===== config.mk =====
export PLATFORM = sky130hd
export DESIGN_NAME = port_led_status
export DESIGN_NICKNAME = d
export VERILOG_FILES = /design/src/rtl/led_status_pkg.sv /design/src/rtl/led_phase_div.sv /design/src/rtl/led_blink_gen.sv /design/src/rtl/led_act_stretch.sv /design/src/rtl/led_pattern_sel.sv /design/src/rtl/port_led_status.sv
export SDC_FILE = /design/constraint.sdc
export NUM_CORES = 1
export LEC_CHECK = 0
export ABC_AREA = 1
export BUFFER_PORTS_ARGS = -buffer_cell sky130_fd_sc_hd__buf_4
export CAP_MARGIN = 10
export CORE_MARGIN = 2
export CORE_UTILIZATION = 44
export CTS_BUF_LIST = sky130_fd_sc_hd__clkbuf_4
export DETAILED_ROUTE_END_ITERATION = 8
export GPL_TIMING_DRIVEN = 0
export PLACE_DENSITY = 0.62
export SYNTH_ARGS = -nofsm -noshare
export SYNTH_HDL_FRONTEND = slang
export SYNTH_SLANG_ARGS = --single-unit

===== constraint.sdc =====
create_clock -name clk -period 4.7 [get_ports clk]
set_clock_uncertainty 0.15 [all_clocks]
set_input_delay 0.47 -clock clk [delete_from_list [all_inputs] [get_ports clk]]
set_output_delay 0.47 -clock clk [all_outputs]
set_load 0.01 [all_outputs]

===== src/rtl/led_status_pkg.sv =====
package led_status_pkg;

  typedef enum logic {
    PORT_ETH = 1'b0,
    PORT_BB  = 1'b1
  } port_mode_e;

  typedef enum logic [1:0] {
    PAT_DARK  = 2'd0,
    PAT_SOLID = 2'd1,
    PAT_SLOW  = 2'd2,
    PAT_FAST  = 2'd3
  } led_pat_e;

  function automatic int unsigned cnt_width(input int unsigned n);
    return (n > 1) ? $clog2(n) : 1;
  endfunction

endpackage


===== src/rtl/led_phase_div.sv =====
module led_phase_div #(
  parameter int unsigned HALF_TICKS = 125
) (
  input  logic clk,
  input  logic rst_n,
  input  logic tick_i,
  output logic phase_o
);
  import led_status_pkg::*;

  localparam int unsigned CW = cnt_width(HALF_TICKS);
  localparam logic [CW-1:0] LAST = CW'(HALF_TICKS - 1);

  logic [CW-1:0] cnt_q;
  logic          ph_q;

  always_ff @(posedge clk or negedge rst_n) begin
    if (!rst_n) begin
      cnt_q <= '0;
      ph_q  <= 1'b1;
    end else if (tick_i) begin
      if (cnt_q == LAST) begin
        cnt_q <= '0;
        ph_q  <= ~ph_q;
      end else begin
        cnt_q <= cnt_q + 1'b1;
      end
    end
  end

  assign phase_o = ph_q;

  // a phase edge is always preceded by a base tick
  a_r9_phase_moves_on_tick: assert property (@(posedge clk) disable iff (!rst_n)
    (ph_q != $past(ph_q)) |-> $past(tick_i));

endmodule


===== src/rtl/led_blink_gen.sv =====
module led_blink_gen #(
  parameter int unsigned TICK_DIV  = 125000,
  parameter int unsigned FAST_HALF = 125,
  parameter int unsigned SLOW_HALF = 500
) (
  input  logic clk,
  input  logic rst_n,
  output logic tick_o,
  output logic fast_ph_o,
  output logic slow_ph_o
);
  import led_status_pkg::*;

  localparam int unsigned DW = cnt_width(TICK_DIV);
  localparam logic [DW-1:0] DIV_LAST = DW'(TICK_DIV - 1);

  generate
    if (TICK_DIV <= 1) begin : g_no_div
      assign tick_o = 1'b1;
    end else begin : g_div
      logic [DW-1:0] div_q;
      always_ff @(posedge clk or negedge rst_n) begin
        if (!rst_n)                div_q <= '0;
        else if (div_q == DIV_LAST) div_q <= '0;
        else                       div_q <= div_q + 1'b1;
      end
      assign tick_o = (div_q == DIV_LAST);
    end
  endgenerate

  led_phase_div #(.HALF_TICKS(FAST_HALF)) u_fast (
    .clk     (clk),
    .rst_n   (rst_n),
    .tick_i  (tick_o),
    .phase_o (fast_ph_o)
  );

  led_phase_div #(.HALF_TICKS(SLOW_HALF)) u_slow (
    .clk     (clk),
    .rst_n   (rst_n),
    .tick_i  (tick_o),
    .phase_o (slow_ph_o)
  );

endmodule


===== src/rtl/led_act_stretch.sv =====
module led_act_stretch #(
  parameter int unsigned HOLD_TICKS = 50
) (
  input  logic clk,
  input  logic rst_n,
  input  logic tick_i,
  input  logic act_i,
  output logic busy_o
);
  import led_status_pkg::*;

  localparam int unsigned HW = cnt_width(HOLD_TICKS + 1);
  localparam logic [HW-1:0] LOAD = HW'(HOLD_TICKS);

  logic [HW-1:0] hold_q;

  always_ff @(posedge clk or negedge rst_n) begin
    if (!rst_n)                          hold_q <= '0;
    else if (act_i)                      hold_q <= LOAD;
    else if (tick_i && hold_q != '0)     hold_q <= hold_q - 1'b1;
  end

  assign busy_o = (hold_q != '0);

  // every pulse starts (or restarts) the hold
  a_r8_pulse_starts_hold: assert property (@(posedge clk) disable iff (!rst_n)
    act_i |=> busy_o);

  // the hold can only expire on a base tick
  a_r8_hold_ends_on_tick: assert property (@(posedge clk) disable iff (!rst_n)
    $fell(busy_o) |-> $past(tick_i));

endmodule


===== src/rtl/led_pattern_sel.sv =====
module led_pattern_sel (
  input  logic clk,
  input  logic rst_n,
  input  logic mode_i,
  input  logic en_i,
  input  logic cable_i,
  input  logic comm_i,
  input  logic alarm_i,
  input  logic busy_i,
  input  logic fast_ph_i,
  input  logic slow_ph_i,
  output logic led_o
);
  import led_status_pkg::*;

  led_pat_e pat;
  logic     led_d;
  logic     led_q;
  logic     present;

  assign present = en_i & cable_i;

  always_comb begin
    pat = PAT_DARK;
    if (port_mode_e'(mode_i) == PORT_BB) begin
      if (!present)      pat = PAT_DARK;
      else if (alarm_i)  pat = PAT_FAST;
      else if (!comm_i)  pat = PAT_SLOW;
      else               pat = PAT_SOLID;
    end else begin
      if (!present)      pat = PAT_DARK;
      else if (busy_i)   pat = PAT_FAST;
      else               pat = PAT_SOLID;
    end
  end

  always_comb begin
    unique case (pat)
      PAT_DARK:  led_d = 1'b0;
      PAT_SOLID: led_d = 1'b1;
      PAT_SLOW:  led_d = slow_ph_i;
      PAT_FAST:  led_d = fast_ph_i;
      default:   led_d = 1'b0;
    endcase
  end

  always_ff @(posedge clk or negedge rst_n) begin
    if (!rst_n) led_q <= 1'b0;
    else        led_q <= led_d;
  end

  assign led_o = led_q;

  // absent baseband port is dark next cycle
  a_r2_bb_dark: assert property (@(posedge clk) disable iff (!rst_n)
    (mode_i && !(en_i && cable_i)) |=> !led_o);

  // healthy baseband port is lit next cycle
  a_r5_bb_solid: assert property (@(posedge clk) disable iff (!rst_n)
    (mode_i && en_i && cable_i && comm_i && !alarm_i) |=> led_o);

  // absent Ethernet port is dark next cycle
  a_r6_eth_dark: assert property (@(posedge clk) disable iff (!rst_n)
    (!mode_i && !(en_i && cable_i)) |=> !led_o);

  // idle Ethernet link is lit next cycle
  a_r7_eth_solid: assert property (@(posedge clk) disable iff (!rst_n)
    (!mode_i && en_i && cable_i && !busy_i) |=> led_o);

endmodule


===== src/rtl/port_led_status.sv =====
module port_led_status #(
  parameter int unsigned NUM_PORTS  = 4,
  parameter int unsigned TICK_DIV   = 125000,
  parameter int unsigned FAST_HALF  = 125,
  parameter int unsigned SLOW_HALF  = 500,
  parameter int unsigned HOLD_TICKS = 50
) (
  input  logic                 clk,
  input  logic                 rst_n,
  input  logic [NUM_PORTS-1:0] port_mode_i,
  input  logic [NUM_PORTS-1:0] port_en_i,
  input  logic [NUM_PORTS-1:0] cable_ok_i,
  input  logic [NUM_PORTS-1:0] comm_ok_i,
  input  logic [NUM_PORTS-1:0] alarm_i,
  input  logic [NUM_PORTS-1:0] act_pulse_i,
  output logic [NUM_PORTS-1:0] led_o
);

  logic tick;
  logic fast_ph;
  logic slow_ph;

  led_blink_gen #(
    .TICK_DIV  (TICK_DIV),
    .FAST_HALF (FAST_HALF),
    .SLOW_HALF (SLOW_HALF)
  ) u_blink (
    .clk       (clk),
    .rst_n     (rst_n),
    .tick_o    (tick),
    .fast_ph_o (fast_ph),
    .slow_ph_o (slow_ph)
  );

  for (genvar p = 0; p < NUM_PORTS; p++) begin : g_port
    logic busy;

    led_act_stretch #(.HOLD_TICKS(HOLD_TICKS)) u_stretch (
      .clk    (clk),
      .rst_n  (rst_n),
      .tick_i (tick),
      .act_i  (act_pulse_i[p]),
      .busy_o (busy)
    );

    led_pattern_sel u_sel (
      .clk       (clk),
      .rst_n     (rst_n),
      .mode_i    (port_mode_i[p]),
      .en_i      (port_en_i[p]),
      .cable_i   (cable_ok_i[p]),
      .comm_i    (comm_ok_i[p]),
      .alarm_i   (alarm_i[p]),
      .busy_i    (busy),
      .fast_ph_i (fast_ph),
      .slow_ph_i (slow_ph),
      .led_o     (led_o[p])
    );
  end

  // outputs dark in the first cycle out of reset
  a_r1_dark_after_reset: assert property (@(posedge clk)
    $rose(rst_n) |-> (led_o == '0));

endmodule


==> run metrics <==
sw frac=approximately 30%; crit path buf inv count=0; TNS Setup=0 ns; post-route minimum period=approximately 1.9 ns; share of cells above drive strength 1=a little over an eighth; Detailed Routing Iterations Pass 1=4; buffer depth of the longest clock path=2; Clock Power Share=31.7%; die span in y=a little under 100 microns; CTS clk-pin slew, worst paths=~0.13 ns; Slew Viols, Final=0; antenna violations before repair=0; post-placement cell area=around 4200 sq um; crit-path cells=ha_1 -> nand2_2 -> nor2_1 -> nand2_1 -> nor2_1 -> nand3_1 -> o21ai_0; # resized after CTS=0; yosys warns=0; die span in x=97.8 microns; n_diodes=0; status=finished clean; Seq. cell area=around 1600 sq um; Seq/Total Area, Yosys=40.8%; post-CTS setup buffers=0; worst setup path endpoint=u_blink.u_slow.cnt_q[0]; critical path arrival=~2 ns; largest family of logic cells by synthesized area=simple AND/OR/NAND/NOR gates; pwr/cell area=roughly 240 nW/um^2; Internal Power=0.722 mW; combinational share of power=approximately an eighth; drt via density=4.93; worst r2r dst=u_blink.u_slow.cnt_q[0]; Max Cap Viol=0; vias in the first global route=~3400; Iter 0 DRT Violations=between 150 and 200; hold path cells=3; CP peak stage delay=0.50 ns; fin crit share=slightly below 40%; H-tree levels=3; final WL=slightly above 8 mm; synthesized-area fraction occupied by and/or/nand/nor cells=39.9%; fin util=50.3%; Num CTS Buffers=9; Async SR Flop Fraction=100%; Post-synth EDFFs=0; RSZ-0062 raised after global routing=no; area grow syn2layout=12.4%; worst r2r src=u_blink.g_div.div_q[0]; Tightest Pin Transition=0.808 ns; I/O pin cnt=30; P_sw=0.305 mW; largest fanout on the critical path=8; CP Depth=7; Yosys reg bits=between 60 and 70; Setup violations, final=0; Mean Syn Cell Area=approximately 7 sq um; Vias=~3400; Routed Antenna Nets=0; post-synthesis compound-gate area fraction=3.66%; hpwl dp=between 5 and 6 mm; CTS Root Cell=clkbuf_4; mux contribution to synthesized area=0%; crit path launch type=flip-flop; core area=about 8600 sq um; critical path launch point=u_blink.g_div.div_q[0]; crit end category=flip-flop; Synthesized Nets=roughly 580; WP data required=a little under 5 ns; WS Path Type=flip-flop to flip-flop; Mapped Cells=~540; Crit-path slowest cell=nor2_1; first-pass GRT wire length=15.0 mm; Post-Synth XOR/XNOR Area=between 4 and 5%; FILL cells=between 800 and 900; Worst Hold Class=input port to flip-flop; Leakage Power=between 2 and 2.5 nW; wire per inst=between 10 and 15 microns; R2R Setup Slk=roughly 2.8 ns; dominant synthesized flop cell=dfrtp_1; Initial Util=between 40% and 50%; Worst VDD drop=~0.00012 V; reg2reg path depth=7; I/O Buffers=29; post-synthesis adder-cell area fraction=2.59%; Reg power frac=56.3%; final hold vios=0; synthesized cell area=3870 sq um; row cnt=34; final worst slack=about 2.8 ns; overall global routing resource usage=between 10% and 20%; pin count of the biggest net entering global routing=64; pre-CTS WS=~2.8 ns; CTS tree=done; cell family with most CP delay=simple AND/OR/NAND/NOR gates; Hold Slack=0.126 ns; Clock Latency Late Sink=0.42 ns; full die area=about 9600 sq um; Residual DRC=0; Peak Freq=between 500 and 600 MHz; Multi-input gate area=1970 sq um; nets=~620; CTS Hold Bufs=1; Congestion Overflow GR=0; Netlist cell types=33; design area=4350 sq um; GPL Wtd Cong=around 0.86; clock sink count=63; CP dominant cell by count=nor2_1; relative slew slack=46.2%
## power by group through the flow
stage               combinational (mW)  sequential (mW)  clock (mW)
global placement                 0.122            0.588           0
CTS                              0.126            0.578       0.341
global route                     0.147            0.581       0.362
detailed placement               0.125            0.588           0
finish                           0.124            0.578       0.325
floorplan                       0.0819            0.584           0
## registers in the layout, summed over array words and instances (netlist names)
register                 cells
g_port.u_stretch.hold_q     24
u_blink.g_div.div_q         17
u_blink.u_slow.cnt_q         9
u_blink.u_fast.cnt_q         7
g_port.u_sel.led_o           4
u_blink.u_fast.phase_o       1
u_blink.u_slow.phase_o       1
## cell usage in the layout, fill, tap and decap left out, types with 4 or more instances in the layout
cell and instances:
nand2_2 9, nor2_1 80, clkinvlp_4 4, nand3_1 66, ha_1 8, o21ai_1 7
nand4_1 15, inv_1 64, buf_4 34, nand2_1 157, nand3_2 4, dfrtp_1 61
nand3b_1 4, clkbuf_4 9, o21ai_0 11, xor2_1 18
## Yosys cell counts, types with 3 or more instances
| cell type | count | share of area (%) |
|---|---|---|
| buf_4 | 5 | 0.97 |
| nor3_1 | 3 | 0.39 |
| xnor2_1 | 3 | 0.68 |
| nand2_2 | 9 | 1.5 |
| nand2_1 | 157 | 15 |
| o21ai_0 | 11 | 1.4 |
| buf_1 | 3 | 0.29 |
| nand3_1 | 66 | 8.5 |
| ha_1 | 8 | 2.6 |
| o21ai_1 | 7 | 0.91 |
| buf_2 | 3 | 0.39 |
| nand4_1 | 15 | 2.4 |
| a21oi_1 | 3 | 0.39 |
| nand3_2 | 4 | 1.0 |
| nand3b_1 | 4 | 0.78 |
| nor2_1 | 80 | 7.8 |
| dfrtp_1 | 61 | 39 |
| xor2_1 | 18 | 4.1 |
| inv_1 | 64 | 6.2 |
## how the worst min path moves through the flow
stage | startpoint | end | slack [ns]
2_1_floorplan | rst_n | g_port[0].u_sel.led_o | 0.02
3_3_place_gp | u_blink.g_div.div_q[0] | u_blink.g_div.div_q[0] | 0.34
3_5_place_dp | u_blink.g_div.div_q[0] | u_blink.g_div.div_q[0] | 0.34
4_1_cts | cable_ok_i[0] | g_port[0].u_sel.led_o | 0.09
5_1_grt | cable_ok_i[0] | g_port[0].u_sel.led_o | 0.12
6_report | cable_ok_i[0] | g_port[0].u_sel.led_o | 0.13
## kinds of logic after synthesis
| logic type | after synthesis |
|---|---|
| buf+inv | 79 |
| compound gates | 26 |
| simple gates | 347 |
| flops | 63 |
| fa+ha+maj | 8 |
| xor+xnor | 21 |
## metal layers
layer  vias up  wire length [microns]  global-route usage (%)
met5         -                      0                       0
met4         0                    157                    8.12
met3        13                    258                    3.15
met2        55                   3760                    30.3
met1      1570                   4010                    25.9
li1       1806                      -                       -
## area by class of cell
type	instances	area share [%]
multi-input combinational	402	45.3
sequential	63	36.3
inverter	67	5.81
timing repair buffer	30	5.24
tap	108	3.11
clock buffer	9	1.55
buffer	12	1.55
clock inverter	7	1.12
## metrics by stage
stage / total power, mW / instances
after floorplan: 0.666 / 544
final: 1.03 / 698
after detailed placement: 0.713 / 681
after CTS: 1.05 / 698
after global routing: 1.09 / 698
after global placement: 0.710 / 681
## worst reg2reg max path: stages, from the launching register on
cell and delay (ns):
dfrtp_1 0.42, ha_1 0.23, nand2_2 0.10, nor2_1 0.11
nand2_1 0.05, nor2_1 0.50, nand3_1 0.12, o21ai_0 0.11
No activity file was read; power rests on OpenSTA's default activity.
